[src/rtl/irq_route_pkg.sv]
package irq_route_pkg;

   typedef enum logic [1:0] {
      DST_NONE   = 2'd0,
      DST_PCI_A  = 2'd1,
      DST_PCI_B  = 2'd2,
      DST_LEGACY = 2'd3
   } irq_dst_e;

   localparam int LINE_W        = 4;
   localparam int REGS_PER_SOCK = 4;
   localparam int IDX_STEER     = 0;
   localparam int IDX_CTRL      = 1;
   localparam int IDX_PWR       = 2;
   localparam int IDX_STAT      = 3;

   typedef struct packed {
      logic [LINE_W-1:0] line;
      irq_dst_e          dst;
      logic              ring_en;
      logic              pme_en;
      logic              io_mode;
      logic              wide_mode;
      logic              ring_pwr;
   } sock_cfg_t;

endpackage

[src/rtl/irq_route_sync.sv]
module irq_route_sync #(
   parameter int               WIDTH     = 1,
   parameter int               STAGES    = 2,
   parameter logic [WIDTH-1:0] RESET_VAL = '1
) (
   input  logic             clk,
   input  logic             rst_n,
   input  logic [WIDTH-1:0] d,
   output logic [WIDTH-1:0] q
);

   generate
      if (STAGES == 0) begin : g_bypass
         assign q = d;
      end else begin : g_chain
         logic [WIDTH-1:0] stg_q [STAGES];
         always_ff @(posedge clk or negedge rst_n) begin
            if (!rst_n) begin
               for (int i = 0; i < STAGES; i++) stg_q[i] <= RESET_VAL;
            end else begin
               stg_q[0] <= d;
               for (int i = 1; i < STAGES; i++) stg_q[i] <= stg_q[i-1];
            end
         end
         assign q = stg_q[STAGES-1];
      end
   endgenerate

endmodule

[src/rtl/irq_route_regs.sv]
module irq_route_regs
   import irq_route_pkg::*;
#(
   parameter int NUM_SOCK = 2,
   parameter int ADDR_W   = 4
) (
   input  logic                clk,
   input  logic                rst_n,
   input  logic                wr_en,
   input  logic                rd_en,
   input  logic [ADDR_W-1:0]   addr,
   input  logic [7:0]          wdata,
   input  logic [2:0]          sock_stat [NUM_SOCK],
   input  logic [NUM_SOCK-1:0] pme_req,
   output sock_cfg_t           cfg [NUM_SOCK],
   output logic                ring_mode,
   output logic                ring_block,
   output logic [NUM_SOCK-1:0] pme_stat,
   output logic [7:0]          rdata
);

   localparam int GLB_MODE_A = NUM_SOCK * REGS_PER_SOCK;
   localparam int GLB_PME_A  = GLB_MODE_A + 1;

   logic [7:0]          steer_q [NUM_SOCK];
   logic [7:0]          ctrl_q  [NUM_SOCK];
   logic [7:0]          pwr_q   [NUM_SOCK];
   logic [7:0]          glb_q;
   logic [NUM_SOCK-1:0] pme_q;
   logic [NUM_SOCK-1:0] pme_clr;
   logic [7:0]          rd_mux;
   logic [7:0]          rdata_q;

   assign pme_clr = (wr_en && addr == ADDR_W'(GLB_PME_A)) ? wdata[NUM_SOCK-1:0] : '0;

   always_ff @(posedge clk or negedge rst_n) begin
      if (!rst_n) begin
         for (int s = 0; s < NUM_SOCK; s++) begin
            steer_q[s] <= '0;
            ctrl_q[s]  <= '0;
            pwr_q[s]   <= '0;
         end
         glb_q <= '0;
         pme_q <= '0;
      end else begin
         for (int s = 0; s < NUM_SOCK; s++) begin
            if (wr_en && addr == ADDR_W'(s*REGS_PER_SOCK + IDX_STEER)) steer_q[s] <= wdata;
            if (wr_en && addr == ADDR_W'(s*REGS_PER_SOCK + IDX_CTRL))  ctrl_q[s]  <= wdata;
            if (wr_en && addr == ADDR_W'(s*REGS_PER_SOCK + IDX_PWR))   pwr_q[s]   <= wdata;
         end
         if (wr_en && addr == ADDR_W'(GLB_MODE_A)) glb_q <= wdata;
         pme_q <= (pme_q & ~pme_clr) | pme_req;
      end
   end

   always_comb begin
      rd_mux = '0;
      for (int s = 0; s < NUM_SOCK; s++) begin
         if (addr == ADDR_W'(s*REGS_PER_SOCK + IDX_STEER)) rd_mux = steer_q[s];
         if (addr == ADDR_W'(s*REGS_PER_SOCK + IDX_CTRL))  rd_mux = ctrl_q[s];
         if (addr == ADDR_W'(s*REGS_PER_SOCK + IDX_PWR))   rd_mux = pwr_q[s];
         if (addr == ADDR_W'(s*REGS_PER_SOCK + IDX_STAT))  rd_mux = {5'b0, sock_stat[s]};
      end
      if (addr == ADDR_W'(GLB_MODE_A)) rd_mux = glb_q;
      if (addr == ADDR_W'(GLB_PME_A))  rd_mux = 8'(pme_q);
   end

   always_ff @(posedge clk or negedge rst_n) begin
      if (!rst_n)     rdata_q <= '0;
      else if (rd_en) rdata_q <= rd_mux;
   end

   generate
      for (genvar s = 0; s < NUM_SOCK; s++) begin : g_cfg
         assign cfg[s].line      = steer_q[s][7:4];
         assign cfg[s].dst       = irq_dst_e'(steer_q[s][1:0]);
         assign cfg[s].ring_en   = ctrl_q[s][7];
         assign cfg[s].pme_en    = ctrl_q[s][2];
         assign cfg[s].io_mode   = ctrl_q[s][1];
         assign cfg[s].wide_mode = ctrl_q[s][0];
         assign cfg[s].ring_pwr  = pwr_q[s][7];


         pme_sticky_chk: assert property (@(posedge clk) disable iff (!rst_n)
            (pme_q[s] && !pme_clr[s]) |=> pme_q[s]);

         pme_cause_chk: assert property (@(posedge clk) disable iff (!rst_n)
            $rose(pme_q[s]) |-> $past(pme_req[s]));
      end
   endgenerate

   assign ring_mode  = glb_q[7];
   assign ring_block = glb_q[0];
   assign pme_stat   = pme_q;
   assign rdata      = rdata_q;

endmodule

[src/rtl/irq_route_sock.sv]
module irq_route_sock (
   input  logic wide_mode,
   input  logic io_mode,
   input  logic ring_en,
   input  logic ring_pwr,
   input  logic pme_en,
   input  logic cb_act,
   input  logic rdy_lvl,
   input  logic sc_act,
   output logic card_irq,
   output logic ring_req,
   output logic pme_req
);

   always_comb begin
      if (wide_mode) card_irq = cb_act;
      else           card_irq = io_mode & ~rdy_lvl;
   end

   assign ring_req = ring_en & ring_pwr & sc_act;
   assign pme_req  = wide_mode & pme_en & sc_act;

endmodule

[src/rtl/irq_route_merge.sv]
module irq_route_merge
   import irq_route_pkg::*;
#(
   parameter int NUM_SOCK = 2,
   parameter int NUM_IRQ  = 12
) (
   input  logic [NUM_SOCK-1:0] card_irq,
   input  irq_dst_e            dst  [NUM_SOCK],
   input  logic [LINE_W-1:0]   line [NUM_SOCK],
   output logic                inta_n,
   output logic                intb_n,
   output logic [NUM_IRQ-1:0]  irq_out
);

   logic [NUM_SOCK-1:0] to_a, to_b, to_leg;

   generate
      for (genvar s = 0; s < NUM_SOCK; s++) begin : g_src
         assign to_a[s]   = card_irq[s] && dst[s] == DST_PCI_A;
         assign to_b[s]   = card_irq[s] && dst[s] == DST_PCI_B;
         assign to_leg[s] = card_irq[s] && dst[s] == DST_LEGACY;
      end
      for (genvar l = 0; l < NUM_IRQ; l++) begin : g_line
         logic [NUM_SOCK-1:0] hit;
         for (genvar s = 0; s < NUM_SOCK; s++) begin : g_hit
            assign hit[s] = to_leg[s] && line[s] == LINE_W'(l);
         end
         assign irq_out[l] = |hit;
      end
   endgenerate

   assign inta_n = ~|to_a;
   assign intb_n = ~|to_b;

endmodule

[src/rtl/irq_steer_router.sv]
module irq_steer_router
   import irq_route_pkg::*;
#(
   parameter int NUM_SOCK    = 2,
   parameter int NUM_IRQ     = 12,
   parameter int SYNC_STAGES = 2,
   parameter int ADDR_W      = 4
) (
   input  logic                clk,
   input  logic                rst_n,
   input  logic [NUM_SOCK-1:0] cb_int_n,
   input  logic [NUM_SOCK-1:0] c16_rdy_irq,
   input  logic [NUM_SOCK-1:0] stschg_n,
   input  logic                wr_en,
   input  logic                rd_en,
   input  logic [ADDR_W-1:0]   addr,
   input  logic [7:0]          wdata,
   output logic [7:0]          rdata,
   output logic                inta_n,
   output logic                intb_n,
   output logic [NUM_IRQ-1:0]  irq_out,
   output logic                ring_out,
   output logic                pme_n
);

   localparam int IN_W = 3 * NUM_SOCK;

   generate
      if (NUM_SOCK < 1 || NUM_SOCK > 8) begin : g_bad_sock
         $error("NUM_SOCK must lie in 1..8");
      end
      if (NUM_IRQ < 1 || NUM_IRQ > (1 << LINE_W)) begin : g_bad_irq
         $error("NUM_IRQ exceeds the legacy line field");
      end
      if ((1 << ADDR_W) < NUM_SOCK*REGS_PER_SOCK + 2) begin : g_bad_addr
         $error("ADDR_W too narrow for the register map");
      end
      if (SYNC_STAGES < 0) begin : g_bad_sync
         $error("SYNC_STAGES must not be negative");
      end
   endgenerate

   logic [IN_W-1:0]     raw_in, syn_in;
   logic [NUM_SOCK-1:0] cb_act, rdy_lvl, sc_act;
   logic [NUM_SOCK-1:0] card_irq, ring_req, pme_req, pme_stat;
   logic [2:0]          sock_stat [NUM_SOCK];
   sock_cfg_t           cfg       [NUM_SOCK];
   irq_dst_e            dst       [NUM_SOCK];
   logic [LINE_W-1:0]   line      [NUM_SOCK];
   logic                ring_mode, ring_block;

   assign raw_in = {stschg_n, c16_rdy_irq, cb_int_n};

   irq_route_sync #(.WIDTH(IN_W), .STAGES(SYNC_STAGES), .RESET_VAL({IN_W{1'b1}})) u_sync (
      .clk(clk), .rst_n(rst_n), .d(raw_in), .q(syn_in)
   );

   assign cb_act  = ~syn_in[NUM_SOCK-1:0];
   assign rdy_lvl =  syn_in[2*NUM_SOCK-1:NUM_SOCK];
   assign sc_act  = ~syn_in[3*NUM_SOCK-1:2*NUM_SOCK];

   irq_route_regs #(.NUM_SOCK(NUM_SOCK), .ADDR_W(ADDR_W)) u_regs (
      .clk(clk), .rst_n(rst_n), .wr_en(wr_en), .rd_en(rd_en), .addr(addr),
      .wdata(wdata), .sock_stat(sock_stat), .pme_req(pme_req), .cfg(cfg),
      .ring_mode(ring_mode), .ring_block(ring_block), .pme_stat(pme_stat),
      .rdata(rdata)
   );

   generate
      for (genvar s = 0; s < NUM_SOCK; s++) begin : g_sock
         assign sock_stat[s] = {sc_act[s], cb_act[s], rdy_lvl[s]};
         assign dst[s]       = cfg[s].dst;
         assign line[s]      = cfg[s].line;
         irq_route_sock u_sock (
            .wide_mode(cfg[s].wide_mode), .io_mode(cfg[s].io_mode),
            .ring_en(cfg[s].ring_en), .ring_pwr(cfg[s].ring_pwr),
            .pme_en(cfg[s].pme_en), .cb_act(cb_act[s]), .rdy_lvl(rdy_lvl[s]),
            .sc_act(sc_act[s]), .card_irq(card_irq[s]), .ring_req(ring_req[s]),
            .pme_req(pme_req[s])
         );
      end
   endgenerate

   irq_route_merge #(.NUM_SOCK(NUM_SOCK), .NUM_IRQ(NUM_IRQ)) u_merge (
      .card_irq(card_irq), .dst(dst), .line(line),
      .inta_n(inta_n), .intb_n(intb_n), .irq_out(irq_out)
   );

   assign ring_out = ring_mode & ~ring_block & (|ring_req);
   assign pme_n    = ~|pme_stat;

   logic [NUM_SOCK-1:0] want_a, want_b;
   always_comb begin
      for (int s = 0; s < NUM_SOCK; s++) begin
         want_a[s] = card_irq[s] && cfg[s].dst == DST_PCI_A;
         want_b[s] = card_irq[s] && cfg[s].dst == DST_PCI_B;
      end
   end


   inta_src_chk: assert property (@(posedge clk) disable iff (!rst_n)
      !inta_n |-> (|want_a));

   intb_src_chk: assert property (@(posedge clk) disable iff (!rst_n)
      (|want_b) |-> !intb_n);

   ring_gate_chk: assert property (@(posedge clk) disable iff (!rst_n)
      ring_out |-> (ring_mode && !ring_block));

   idle_after_rst_chk: assert property (@(posedge clk) disable iff (!rst_n)
      !$past(rst_n) |-> (inta_n && intb_n && pme_n && !ring_out && irq_out == '0));

endmodule

[config.mk]
export PLATFORM = sky130hd
export DESIGN_NAME = irq_steer_router
export DESIGN_NICKNAME = d
export VERILOG_FILES = /design/src/rtl/irq_route_pkg.sv /design/src/rtl/irq_route_sync.sv /design/src/rtl/irq_route_regs.sv /design/src/rtl/irq_route_sock.sv /design/src/rtl/irq_route_merge.sv /design/src/rtl/irq_steer_router.sv
export SDC_FILE = /design/constraint.sdc
export NUM_CORES = 1
export LEC_CHECK = 0
export BUFFER_PORTS_ARGS = -buffer_cell sky130_fd_sc_hd__buf_2
export CAP_MARGIN = 10
export CORE_MARGIN = 3
export CORE_UTILIZATION = 50
export CTS_CLUSTER_DIAMETER = 150
export CTS_CLUSTER_SIZE = 25
export DETAILED_ROUTE_END_ITERATION = 12
export PLACE_DENSITY = 0.71
export SYNTH_ARGS = -nofsm -noshare
export SYNTH_HDL_FRONTEND = slang
export SYNTH_HIERARCHICAL = 1
export SYNTH_SLANG_ARGS = --single-unit
[constraint.sdc]
create_clock -name clk -period 1.5 [get_ports clk]
set_input_delay 0.15 -clock clk [delete_from_list [all_inputs] [get_ports clk]]
set_output_delay 0.15 -clock clk [all_outputs]
set_load 0.02 [all_outputs]
==> results of run 1 <==
metal layers:
layer,part of all wire (%),vias to the layer above,track usage (%)
met5,0,-,0
met4,1.7,0,7.59
met3,3.5,15,3.99
met2,49,76,34.2
met1,46,1431,29.1
li1,-,1300,-
metrics by stage:
step                worst slack (ns)  power [uW]
global route                  -0.626        6540
floorplan                     -0.210        4000
global placement              -0.207        4240
CTS                           -0.605        6260
detailed placement            -0.247        4300
finish                        -0.551        6240
layout make-up:
type / count / area share (%)
Clock buffer: 12 / 2.82
Clock inverter: 4 / 1.85
Inverter: 12 / 0.876
Multi-Input combinational cell: 197 / 39.1
Sequential cell: 78 / 38.3
Tap cell: 102 / 2.48
Timing Repair Buffer: 93 / 14.6
worst max-delay path by stage:
stage | slack (ns) | endpoint
3_5_place_dp | -0.25 | irq_out[9]
6_report | -0.55 | irq_out[9]
2_1_floorplan | -0.21 | irq_out[10]
4_1_cts | -0.60 | irq_out[4]
5_1_grt | -0.63 | irq_out[10]
3_3_place_gp | -0.21 | irq_out[10]
logic make-up after synthesis:
| group | after synthesis |
|---|---|
| AO/OA/AOI/OAI | 49 |
| buffers and inverters | 54 |
| flip-flops | 78 |
| multiplexers | 81 |
| AND/OR/NAND/NOR | 67 |
critical path, stage by stage, from the launching register on:
cell and delay (ns):
sky130_fd_sc_hd__dfrtp_1 0.38, sky130_fd_sc_hd__nand2b_4 0.15, sky130_fd_sc_hd__o21ai_4 0.13, sky130_fd_sc_hd__nand3_2 0.10
sky130_fd_sc_hd__or3b_4 0.48, sky130_fd_sc_hd__o22ai_4 0.18, sky130_fd_sc_hd__buf_6 0.14
cell usage in the layout, fill, tap and decap left out, types with 10 or more instances in the layout:
cell and count:
sky130_fd_sc_hd__clkbuf_8 10, sky130_fd_sc_hd__buf_6 15, sky130_fd_sc_hd__dfrtp_1 66, sky130_fd_sc_hd__o22ai_4 12, sky130_fd_sc_hd__dfstp_2 12, sky130_fd_sc_hd__mux2_2 62
sky130_fd_sc_hd__mux2i_1 17, sky130_fd_sc_hd__buf_2 29, sky130_fd_sc_hd__buf_4 38
power groups by stage:
stage / Sequential (uW) / Combinational [uW] / Clock [uW]
floorplan: 2790 / 1200 / 0
CTS: 2840 / 1510 / 1910
finish: 2850 / 1520 / 1870
detailed placement: 2870 / 1430 / 0
global route: 2900 / 1650 / 2000
global placement: 2840 / 1390 / 0
timing repair:
action                                  CTS  global route
endpoints found under the hold margin    29             0
pin swaps                                14            10
endpoints found under the setup margin   16            17
gates resized for setup                  36             6
hold buffers                              7             0
setup buffers                             3             1
sequential cells by signal, summed over array words and instances, names as in the netlist:
signal                cells
u_sync/g_chain.stg_q      6
u_regs/pwr_q             14
u_regs/rdata              8
u_regs/steer_q            4
u_regs/glb_q              8
u_regs/ctrl_q             8
u_regs/cfg               22
u_regs/pme_stat           2
u_sync/q                  6
==> impl_metrics.xml, run 1 <==
<?xml version="1.0" encoding="UTF-8"?>
<metrics>
  <group name="run_status">
    <metric name="outcome" unit="">complete, but fails checks</metric>
    <metric name="failing_checks" unit="">negative setup slack</metric>
  </group>
  <group name="synthesis">
    <metric name="postSynth.topFlopCell" unit="">sky130_fd_sc_hd__dfrtp_1</metric>
    <metric name="yosys_warnings" unit="">6</metric>
    <metric name="post_syn_area_per_cell" unit="um^2">12.4</metric>
    <metric name="synth_fp_nets" unit="">351</metric>
    <metric name="synth_common_cells" unit="">sky130_fd_sc_hd__dfrtp_1 (66), sky130_fd_sc_hd__mux2_2 (62), sky130_fd_sc_hd__buf_4 (31)</metric>
    <metric name="synth.lib_cells_used.distinct" unit="">52</metric>
    <metric name="postSynthRegisterBits" unit="">78</metric>
    <metric name="post-synth-top-area-cell" unit="">sky130_fd_sc_hd__dfrtp_1</metric>
    <metric name="synthCells" unit="">329</metric>
    <metric name="post_synth_xor_area_fraction" unit="%">0</metric>
    <metric name="synth-compound-area-share" unit="%">8.83</metric>
    <metric name="synthArstFlopShare" unit="%">100</metric>
    <metric name="number_of_enable_type_register_cells_in_the_synthesized_netlist" unit="">0</metric>
    <metric name="synth_top_cell_area_share" unit="%">40.5</metric>
    <metric name="top_count_cell_post_synth" unit="">sky130_fd_sc_hd__dfrtp_1</metric>
    <metric name="synth.mux.area_fraction" unit="%">22.4</metric>
    <metric name="mappedNetlistArea" unit="um^2">4080</metric>
    <metric name="synth_sequential_area_ratio" unit="%">48.2</metric>
    <metric name="post_synth_and_or_nand_nor_area_fraction" unit="%">12.2</metric>
    <metric name="synth_area_leaders" unit="">sky130_fd_sc_hd__dfrtp_1 (40%), sky130_fd_sc_hd__mux2_2 (17%), sky130_fd_sc_hd__dfstp_2 (7.7%)</metric>
    <metric name="largest_family_of_logic_cells_by_synthesized_area" unit="">multiplexers</metric>
    <metric name="yosys.area_share.adder" unit="%">0</metric>
  </group>
  <group name="critical_path">
    <metric name="worst_setup_slack_for_register_to_register_paths" unit="ns">-0.14</metric>
    <metric name="timing.setup.critical_path_class" unit="">flop to output port</metric>
    <metric name="r2r.worst_path.cells" unit="">6</metric>
    <metric name="timing.critical_path.from_type" unit="">flop</metric>
    <metric name="crit-reg2reg-launch" unit="">u_sync/q[1]$_DFF_PN1_</metric>
    <metric name="reg2reg_to" unit="">u_regs/rdata[1]$_DFFE_PN0P_</metric>
    <metric name="cp_data_arrival_time" unit="ns">1.90</metric>
    <metric name="worst-endpoint-required" unit="ns">1.35</metric>
    <metric name="timing.critical_path.to_type" unit="">output port</metric>
    <metric name="critPathMaxFanout" unit="">4</metric>
    <metric name="crit_start" unit="">u_regs/cfg[12]$_DFFE_PN0P_</metric>
  </group>
  <group name="clock_tree">
    <metric name="cts-buffers-inserted" unit="">9</metric>
    <metric name="worst_setup_hold_path_clk_slew" unit="ns">0.08</metric>
    <metric name="clkLatencyLatePin" unit="ns">0.34</metric>
    <metric name="cts-htree-levels" unit="">3</metric>
    <metric name="ctsLongestPathBuffers" unit="">2</metric>
    <metric name="clkSinkCount" unit="">78</metric>
    <metric name="tritoncts" unit="">built</metric>
    <metric name="clk_root_buffer_cell" unit="">sky130_fd_sc_hd__clkbuf_8</metric>
  </group>
  <group name="drt">
    <metric name="average_vias_per_placed_instance" unit="">5.67</metric>
    <metric name="wl_per_cell" unit="um">18.3</metric>
    <metric name="detail_route.drc_violations" unit="">0</metric>
    <metric name="drt_first_iter_violations" unit="">118</metric>
    <metric name="via_count" unit="">2822</metric>
    <metric name="postRouteWirelength" unit="um">9140</metric>
    <metric name="detailedRoute.firstPassIterationCount" unit="">4</metric>
    <metric name="ant_nets" unit="">0</metric>
  </group>
  <group name="power">
    <metric name="power.static_leakage" unit="uW">0.00227</metric>
    <metric name="internal-power" unit="uW">4490</metric>
    <metric name="p_switching" unit="uW">1750</metric>
    <metric name="power.switching_fraction" unit="%">28.1</metric>
    <metric name="worst_ir_drop_vdd" unit="V">0.000701</metric>
    <metric name="power_frac_seq" unit="%">45.6</metric>
    <metric name="clockPowerShare" unit="%">29.9</metric>
    <metric name="power.density_cell_area" unit="nW/um^2">1210</metric>
    <metric name="combPwrFrac" unit="%">24.4</metric>
  </group>
  <group name="floorplan">
    <metric name="floorplan.initialDensity" unit="%">52.2</metric>
    <metric name="core_footprint" unit="um^2">7810</metric>
    <metric name="fp.dieH" unit="um">96.3</metric>
    <metric name="rows" unit="">32</metric>
    <metric name="die_width" unit="um">96.3</metric>
    <metric name="ioPinCount" unit="">46</metric>
    <metric name="fp.dieArea" unit="um^2">9280</metric>
  </group>
  <group name="run">
    <metric name="max_cap_viol_count" unit="">0</metric>
  </group>
  <group name="timing">
    <metric name="timing_max_transition_violations_final" unit="">0</metric>
    <metric name="maxSlewHeadroom" unit="%">65.7</metric>
    <metric name="fmaxAchievable" unit="GHz">0.488</metric>
    <metric name="timing.setup.tns" unit="ns">-6.81</metric>
    <metric name="final_hold_slack" unit="ns">0.120</metric>
    <metric name="clock_skew" unit="ns">0.00675</metric>
    <metric name="final.period_utilization" unit="%">137</metric>
    <metric name="final_critical_path_setup_slack" unit="ns">-0.551</metric>
    <metric name="final_hold_violations" unit="">0</metric>
    <metric name="timing_worst_slew_pin_value" unit="ns">0.502</metric>
    <metric name="final.min_clock_period" unit="ns">2.05</metric>
    <metric name="setup_viol" unit="">16</metric>
    <metric name="grt_setup_unrepaired" unit="">yes</metric>
  </group>
  <group name="final_layout">
    <metric name="post-route-util" unit="%">65.8</metric>
    <metric name="register_area" unit="um^2">1970</metric>
    <metric name="multi_input_area" unit="um^2">2010</metric>
    <metric name="post_layout_nonfiller_instances" unit="">498</metric>
    <metric name="layout-drive-gt1-share" unit="%">56.6</metric>
    <metric name="area_delta_synth_final" unit="%">26.0</metric>
    <metric name="antennaDiodeCount" unit="">0</metric>
    <metric name="nNetsFinal" unit="">413</metric>
    <metric name="layout.filler_cells" unit="">600</metric>
    <metric name="post-route-cell-area" unit="um^2">5140</metric>
  </group>
  <group name="hold_path">
    <metric name="min-delay-start" unit="">wdata[3]</metric>
    <metric name="holdPathEnd" unit="">u_regs/ctrl_q[11]$_DFFE_PN0P_</metric>
    <metric name="holdCritPathClass" unit="">primary input to flop</metric>
    <metric name="hold_depth" unit="">2</metric>
  </group>
  <group name="global_routing">
    <metric name="vias_in_the_first_global_route" unit="">2863</metric>
    <metric name="grt_usage" unit="%">21.4</metric>
    <metric name="antenna_found_initial" unit="">0</metric>
    <metric name="wire_length_of_the_first_global_routing_pass" unit="um">14800</metric>
    <metric name="overflow_after_grt" unit="">0</metric>
    <metric name="grt_max_degree" unit="">35</metric>
  </group>
  <group name="placement">
    <metric name="dpl-instance-area" unit="um^2">4670</metric>
    <metric name="dpl.cell_count" unit="">472</metric>
    <metric name="detailed_place_hpwl" unit="um">6610</metric>
    <metric name="port-buffer-count" unit="">45</metric>
    <metric name="gp_congestion" unit="">0.880</metric>
  </group>
</metrics>
Power figures use the tool's default switching activity.
==> inputs of run 2 (changes only) <==
--- a/config.mk
+++ b/config.mk
@@ -7,11 +7,11 @@
 export LEC_CHECK = 0
 export BUFFER_PORTS_ARGS = -buffer_cell sky130_fd_sc_hd__buf_2
 export CAP_MARGIN = 10
-export CORE_MARGIN = 3
 export CORE_UTILIZATION = 50
 export CTS_CLUSTER_DIAMETER = 150
 export CTS_CLUSTER_SIZE = 25
 export DETAILED_ROUTE_END_ITERATION = 12
+export MAX_ROUTING_LAYER = met4
 export PLACE_DENSITY = 0.71
 export SYNTH_ARGS = -nofsm -noshare
 export SYNTH_HDL_FRONTEND = slang
==> run 2 against run 1 <==
Against the previous run:
- the flow still finishes with violations (negative setup slack)
- critical endpoint unchanged
- maximum frequency hardly changed
- wire length is 1.2% lower
- clock-buffer cell count decreased by 3
- clock power about the same
==> impl_metrics.xml, run 2 (synthesis gave the netlist of run 1 again) <==
<?xml version="1.0" encoding="UTF-8"?>
<metrics>
  <group name="placement">
    <metric name="detailed_place_hpwl" unit="um">6560</metric>
    <metric name="port-buffer-count" unit="">45</metric>
    <metric name="gp_congestion" unit="">0.878</metric>
    <metric name="dpl-instance-area" unit="um^2">4710</metric>
    <metric name="preCtsSetupSlack" unit="ns">-0.279</metric>
  </group>
  <group name="final_layout">
    <metric name="antennaDiodeCount" unit="">0</metric>
    <metric name="post-route-cell-area" unit="um^2">5190</metric>
    <metric name="layout.filler_cells" unit="">589</metric>
    <metric name="nNetsFinal" unit="">418</metric>
    <metric name="layout-drive-gt1-share" unit="%">57.6</metric>
    <metric name="final_cell_mix" unit="">sky130_fd_sc_hd__dfrtp_1 (66), sky130_fd_sc_hd__mux2_2 (61), sky130_fd_sc_hd__buf_4 (42), sky130_fd_sc_hd__buf_2 (29), sky130_fd_sc_hd__buf_6 (16)</metric>
    <metric name="post-route-util" unit="%">66.5</metric>
    <metric name="number_of_flip_flops_under_the_largest_register_name" unit="">22</metric>
    <metric name="area_delta_synth_final" unit="%">27.2</metric>
    <metric name="layout.cells.most_common" unit="">sky130_fd_sc_hd__dfrtp_1</metric>
  </group>
  <group name="floorplan">
    <metric name="core_footprint" unit="um^2">7810</metric>
    <metric name="floorplan.initialDensity" unit="%">52.2</metric>
    <metric name="fp.dieH" unit="um">92.3</metric>
    <metric name="fp.dieArea" unit="um^2">8520</metric>
    <metric name="ioPinCount" unit="">46</metric>
    <metric name="rows" unit="">32</metric>
    <metric name="die_width" unit="um">92.3</metric>
  </group>
  <group name="global_routing">
    <metric name="grt_max_degree" unit="">29</metric>
    <metric name="wire_length_of_the_first_global_routing_pass" unit="um">15000</metric>
    <metric name="vias_in_the_first_global_route" unit="">2893</metric>
    <metric name="antenna_found_initial" unit="">0</metric>
    <metric name="overflow_after_grt" unit="">0</metric>
    <metric name="grt_usage" unit="%">23.9</metric>
  </group>
  <group name="power">
    <metric name="worst_ir_drop_vdd" unit="V">0.000805</metric>
    <metric name="fin_total_pwr" unit="uW">6270</metric>
    <metric name="clockPowerShare" unit="%">30.3</metric>
    <metric name="internal-power" unit="uW">4460</metric>
    <metric name="p_switching" unit="uW">1810</metric>
    <metric name="power.density_cell_area" unit="nW/um^2">1210</metric>
    <metric name="combPwrFrac" unit="%">24.4</metric>
    <metric name="power.switching_fraction" unit="%">28.8</metric>
    <metric name="power_frac_seq" unit="%">45.3</metric>
    <metric name="power.static_leakage" unit="uW">0.00229</metric>
  </group>
  <group name="clock_tree">
    <metric name="worst_setup_hold_path_clk_slew" unit="ns">0.08</metric>
    <metric name="clkSinkCount" unit="">78</metric>
    <metric name="cts-buffers-inserted" unit="">9</metric>
    <metric name="clk_root_buffer_cell" unit="">sky130_fd_sc_hd__clkbuf_8</metric>
    <metric name="clkLatencyLatePin" unit="ns">0.35</metric>
    <metric name="ctsLongestPathBuffers" unit="">2</metric>
    <metric name="tritoncts" unit="">built</metric>
    <metric name="cts-htree-levels" unit="">3</metric>
  </group>
  <group name="timing">
    <metric name="fmaxAchievable" unit="GHz">0.488</metric>
    <metric name="final.min_clock_period" unit="ns">2.05</metric>
    <metric name="clock_skew" unit="ns">0.00656</metric>
    <metric name="timing.setup.tns" unit="ns">-7.20</metric>
    <metric name="final_hold_violations" unit="">0</metric>
    <metric name="setup_viol" unit="">16</metric>
    <metric name="final.period_utilization" unit="%">137</metric>
    <metric name="timing_max_transition_violations_final" unit="">0</metric>
    <metric name="timing_worst_slew_pin_value" unit="ns">0.447</metric>
    <metric name="maxSlewHeadroom" unit="%">69.4</metric>
    <metric name="grt_setup_unrepaired" unit="">yes</metric>
    <metric name="final_critical_path_setup_slack" unit="ns">-0.550</metric>
  </group>
  <group name="drt">
    <metric name="drt_first_iter_violations" unit="">249</metric>
    <metric name="via_count" unit="">2833</metric>
    <metric name="wl_per_cell" unit="um">18.0</metric>
    <metric name="detailedRoute.firstPassIterationCount" unit="">6</metric>
    <metric name="detail_route.drc_violations" unit="">0</metric>
    <metric name="ant_nets" unit="">0</metric>
    <metric name="postRouteWirelength" unit="um">9030</metric>
    <metric name="average_vias_per_placed_instance" unit="">5.63</metric>
  </group>
  <group name="critical_path">
    <metric name="cp_data_arrival_time" unit="ns">1.90</metric>
    <metric name="timing.critical_path.to_type" unit="">output port</metric>
    <metric name="crit_start" unit="">u_regs/cfg[1]$_DFFE_PN0P_</metric>
    <metric name="timing.setup.critical_path_class" unit="">flop to output port</metric>
    <metric name="r2r.worst_path.cells" unit="">5</metric>
    <metric name="reg2reg_to" unit="">u_regs/rdata[1]$_DFFE_PN0P_</metric>
    <metric name="critPathMaxFanout" unit="">4</metric>
    <metric name="worst_setup_slack_for_register_to_register_paths" unit="ns">-0.09</metric>
    <metric name="worst-endpoint-required" unit="ns">1.35</metric>
    <metric name="crit-reg2reg-launch" unit="">u_sync/q[1]$_DFF_PN1_</metric>
    <metric name="timing.critical_path.from_type" unit="">flop</metric>
  </group>
  <group name="hold_path">
    <metric name="hold_depth" unit="">2</metric>
    <metric name="min-delay-start" unit="">wdata[3]</metric>
    <metric name="holdCritPathClass" unit="">primary input to flop</metric>
    <metric name="holdPathEnd" unit="">u_regs/pwr_q[11]$_DFFE_PN0P_</metric>
  </group>
  <group name="run">
    <metric name="max_cap_viol_count" unit="">0</metric>
  </group>
  <group name="run_status">
    <metric name="outcome" unit="">complete, but fails checks</metric>
    <metric name="failing_checks" unit="">negative setup slack</metric>
  </group>
</metrics>
## run 2: routing by layer
| metal | share of wire [%] | track usage, % | vias up |
|---|---|---|---|
| met1 | 47 | 31.9 | 1454 |
| met4 | 1.6 | 7.94 | 0 |
| met2 | 49 | 37.5 | 55 |
| met3 | 2.8 | 3.78 | 14 |
| li1 | - | - | 1310 |
| met5 | 0 | - | - |
## run 2: final cells by class
cell class	count	area, um^2	area share [%]
clock buffers	9	124	2.39
clock inverters	7	121	2.34
inverters	12	45.0	0.868
multi-input cells	197	2010	38.8
flip-flops and latches	78	1970	37.9
well taps	102	128	2.46
repair buffers	98	791	15.2
## run 2: power groups by stage
stage	sequential (uW)	combinational (uW)	clock [uW]
2_1_floorplan	2790	1200	0
6_report	2840	1530	1900
5_1_grt	2900	1650	2030
3_5_place_dp	2870	1430	0
3_3_place_gp	2840	1390	0
4_1_cts	2840	1500	1940
## run 2: worst max path at each step
stage,endpoint,cells past startpoint
floorplan,irq_out[10],6
global placement,irq_out[10],6
detailed placement,irq_out[7],6
CTS,irq_out[0],6
global route,irq_out[9],6
finish,irq_out[9],6
## run 2: per-stage QoR
step	cells	hold slack (ns)
floorplan	329	-0.146
global placement	477	0.0939
detailed placement	477	0.0957
CTS	502	0.111
global route	503	0.134
finish	503	0.116
## run 2: critical path: stages (launching register included)
cell and delay [ns]:
sky130_fd_sc_hd__dfrtp_1 0.39, sky130_fd_sc_hd__nand2b_4 0.15, sky130_fd_sc_hd__o21ai_4 0.16, sky130_fd_sc_hd__nand3_2 0.11, sky130_fd_sc_hd__or3b_4 0.46, sky130_fd_sc_hd__o22ai_4 0.13, sky130_fd_sc_hd__buf_6 0.14
## run 2: what timing repair did
item | in CTS | in global routing
hold buffers | 7 | 0
endpoints found under the hold margin | 20 | 0
buffers inserted | 2 | 1
pin swaps | 16 | 5
endpoints found under the setup margin | 16 | 18
resized for setup | 38 | 6
==> inputs of run 3 (changes only) <==
--- a/config.mk
+++ b/config.mk
@@ -11,8 +11,10 @@
 export CTS_CLUSTER_DIAMETER = 150
 export CTS_CLUSTER_SIZE = 25
 export DETAILED_ROUTE_END_ITERATION = 12
+export HOLD_SLACK_MARGIN = 0.15
 export MAX_ROUTING_LAYER = met4
 export PLACE_DENSITY = 0.71
+export SKIP_CTS_REPAIR_TIMING = 1
 export SYNTH_ARGS = -nofsm -noshare
 export SYNTH_HDL_FRONTEND = slang
 export SYNTH_HIERARCHICAL = 1
==> run 3 against run 2 <==
Against the previous run:
- the flow still finishes with violations (negative setup slack)
- clock power about the same
- worst hold slack improved by 0.028 ns
- cell count is 0.60% higher
- first-iteration DRC count is 14% lower
- combinational power hardly changed
- global-route usage is 0.44 points lower
- clock skew barely moved
- design area is 0.36% higher
- wire length grew 0.53%
- largest cell class unchanged
- largest power group unchanged
==> impl_metrics.xml, run 3 (synthesis gave the netlist of run 1 again) <==
<?xml version="1.0" encoding="UTF-8"?>
<metrics>
  <group name="critical_path">
    <metric name="timing.critical_path.cells" unit="">nand2b_4, o21ai_4, nand3_2, or3b_4, o22ai_4, buf_6</metric>
    <metric name="family_with_the_most_delay_on_the_worst_path" unit="">simple AND/OR/NAND/NOR gates</metric>
    <metric name="crit_slowest_cell" unit="">sky130_fd_sc_hd__or3b_4</metric>
    <metric name="worst_setup_slack_for_register_to_register_paths" unit="ns">-0.08</metric>
    <metric name="timing.critical_path.from_type" unit="">flop</metric>
    <metric name="critPathMaxFanout" unit="">4</metric>
    <metric name="timing.setup.critical_path_class" unit="">flop to output port</metric>
    <metric name="crit_buf_inv" unit="">1</metric>
    <metric name="cp_data_arrival_time" unit="ns">1.96</metric>
    <metric name="critical_path.max_stage_delay" unit="ns">0.49</metric>
    <metric name="timing.critical_path.to_type" unit="">output port</metric>
    <metric name="worst-endpoint-required" unit="ns">1.35</metric>
  </group>
  <group name="global_routing">
    <metric name="grt_max_degree" unit="">29</metric>
    <metric name="overflow_after_grt" unit="">0</metric>
    <metric name="wire_length_of_the_first_global_routing_pass" unit="um">14800</metric>
    <metric name="grt_usage" unit="%">23.5</metric>
    <metric name="vias_in_the_first_global_route" unit="">2852</metric>
    <metric name="antenna_found_initial" unit="">0</metric>
  </group>
  <group name="drt">
    <metric name="wl_per_cell" unit="um">17.9</metric>
    <metric name="drt_first_iter_violations" unit="">215</metric>
    <metric name="via_count" unit="">2845</metric>
    <metric name="ant_nets" unit="">0</metric>
    <metric name="detailedRoute.firstPassIterationCount" unit="">4</metric>
    <metric name="average_vias_per_placed_instance" unit="">5.62</metric>
    <metric name="detail_route.drc_violations" unit="">0</metric>
    <metric name="postRouteWirelength" unit="um">9080</metric>
  </group>
  <group name="timing">
    <metric name="final.period_utilization" unit="%">141</metric>
    <metric name="timing_max_transition_violations_final" unit="">0</metric>
    <metric name="grt_setup_unrepaired" unit="">yes</metric>
    <metric name="final.min_clock_period" unit="ns">2.11</metric>
    <metric name="fmaxAchievable" unit="GHz">0.473</metric>
    <metric name="clock_skew" unit="ns">0.00631</metric>
    <metric name="timing_worst_slew_pin_value" unit="ns">0.474</metric>
    <metric name="final_critical_path_setup_slack" unit="ns">-0.612</metric>
    <metric name="final_hold_slack" unit="ns">0.144</metric>
    <metric name="setup_viol" unit="">16</metric>
    <metric name="final_hold_violations" unit="">0</metric>
    <metric name="maxSlewHeadroom" unit="%">67.5</metric>
  </group>
  <group name="clock_tree">
    <metric name="worst_setup_hold_path_clk_slew" unit="ns">0.08</metric>
    <metric name="cts-htree-levels" unit="">3</metric>
    <metric name="clkSinkCount" unit="">78</metric>
    <metric name="ctsLongestPathBuffers" unit="">2</metric>
    <metric name="tritoncts" unit="">built</metric>
    <metric name="clk_root_buffer_cell" unit="">sky130_fd_sc_hd__clkbuf_8</metric>
    <metric name="clkLatencyLatePin" unit="ns">0.35</metric>
    <metric name="cts-buffers-inserted" unit="">9</metric>
  </group>
  <group name="floorplan">
    <metric name="floorplan.initialDensity" unit="%">52.2</metric>
    <metric name="die_width" unit="um">92.3</metric>
    <metric name="core_footprint" unit="um^2">7810</metric>
    <metric name="fp.dieH" unit="um">92.3</metric>
    <metric name="rows" unit="">32</metric>
    <metric name="ioPinCount" unit="">46</metric>
    <metric name="fp.dieArea" unit="um^2">8520</metric>
  </group>
  <group name="final_layout">
    <metric name="final_cell_mix" unit="">sky130_fd_sc_hd__dfrtp_1 (66), sky130_fd_sc_hd__mux2_2 (61), sky130_fd_sc_hd__buf_4 (43), sky130_fd_sc_hd__buf_2 (30), sky130_fd_sc_hd__mux2i_1 (15)</metric>
    <metric name="layout-drive-gt1-share" unit="%">56.7</metric>
    <metric name="antennaDiodeCount" unit="">0</metric>
    <metric name="number_of_flip_flops_under_the_largest_register_name" unit="">22</metric>
    <metric name="nNetsFinal" unit="">421</metric>
    <metric name="layout.filler_cells" unit="">591</metric>
    <metric name="area_delta_synth_final" unit="%">27.7</metric>
    <metric name="layout.cells.most_common" unit="">sky130_fd_sc_hd__dfrtp_1</metric>
  </group>
  <group name="placement">
    <metric name="gp_congestion" unit="">0.878</metric>
    <metric name="port-buffer-count" unit="">45</metric>
    <metric name="detailed_place_hpwl" unit="um">6560</metric>
    <metric name="preCtsSetupSlack" unit="ns">-0.279</metric>
  </group>
  <group name="run_status">
    <metric name="outcome" unit="">complete, but fails checks</metric>
    <metric name="failing_checks" unit="">negative setup slack</metric>
  </group>
  <group name="power">
    <metric name="power.density_cell_area" unit="nW/um^2">1200</metric>
    <metric name="power.static_leakage" unit="uW">0.00230</metric>
    <metric name="worst_ir_drop_vdd" unit="V">0.000804</metric>
  </group>
  <group name="hold_path">
    <metric name="holdCritPathClass" unit="">primary input to flop</metric>
  </group>
  <group name="run">
    <metric name="max_cap_viol_count" unit="">0</metric>
  </group>
</metrics>
run 3: cell types whose count changed in the layout (fill, tap and decap cells not counted):
cell / change
sky130_fd_sc_hd__buf_4: +1
sky130_fd_sc_hd__inv_1: +1
sky130_fd_sc_hd__buf_6: -3
sky130_fd_sc_hd__dlygate4sd3_1: +4
sky130_fd_sc_hd__inv_2: -1
sky130_fd_sc_hd__buf_2: +1
run 3: path summary, 6_finish.rpt:
kind	endpoint	startpoint	cells after the start
min in group asynchronous	u_regs/rdata[1]$_DFFE_PN0P_	rst_n	2
min	u_regs/cfg[18]$_DFFE_PN0P_	wdata[4]	2
max	irq_out[8]	u_regs/cfg[1]$_DFFE_PN0P_	6
max reg2reg	u_regs/rdata[1]$_DFFE_PN0P_	u_sync/q[1]$_DFF_PN1_	5
max in group asynchronous	u_regs/cfg[9]$_DFFE_PN0P_	rst_n	3
min reg2reg	u_sync/q[4]$_DFF_PN1_	u_sync/g_chain.stg_q[10]$_DFF_PN1_	0
run 3: power by group:
group / total (uW) / internal (uW) / switching, uW / leakage (uW)
combinational: 1510 / 800 / 708 / 0.00124
clock: 1900 / 1110 / 790 / 0.000124
sequential: 2840 / 2540 / 306 / 0.000938
total: 6250 / 4450 / 1800 / 0.00230
run 3: metal layers:
layer  track usage [%]  vias up  part of all wire (%)
met4              8.46        0                   1.6
met2              36.0       60                    49
met3              3.86       13                   3.3
met1              31.6     1453                    46
met5                 -        -                     0
li1                  -     1319                     -
run 3: metrics by stage:
stage                     power [uW]  setup TNS (ns)  util [%]  cell area (um^2)  instances
after floorplan                 4000           -2.10         -              4280        329
final                           6250           -7.43      66.7              5210        506
after CTS                       6200           -8.42      63.4              4950        493
after global placement          4230           -2.33      60.3              4710        477
after detailed placement        4290           -3.21      60.3              4710        477
after global routing            6570           -8.62      66.7              5210        506
run 3: layout make-up:
type,instances,area [um^2],share of cell area [%]
clock buffers,9,124,2.38
repair buffers,101,810,15.5
clock inverters,7,121,2.33
multi-input cells,197,2010,38.7
well taps,102,128,2.45
inverters,12,45.0,0.865
flip-flops and latches,78,1970,37.8
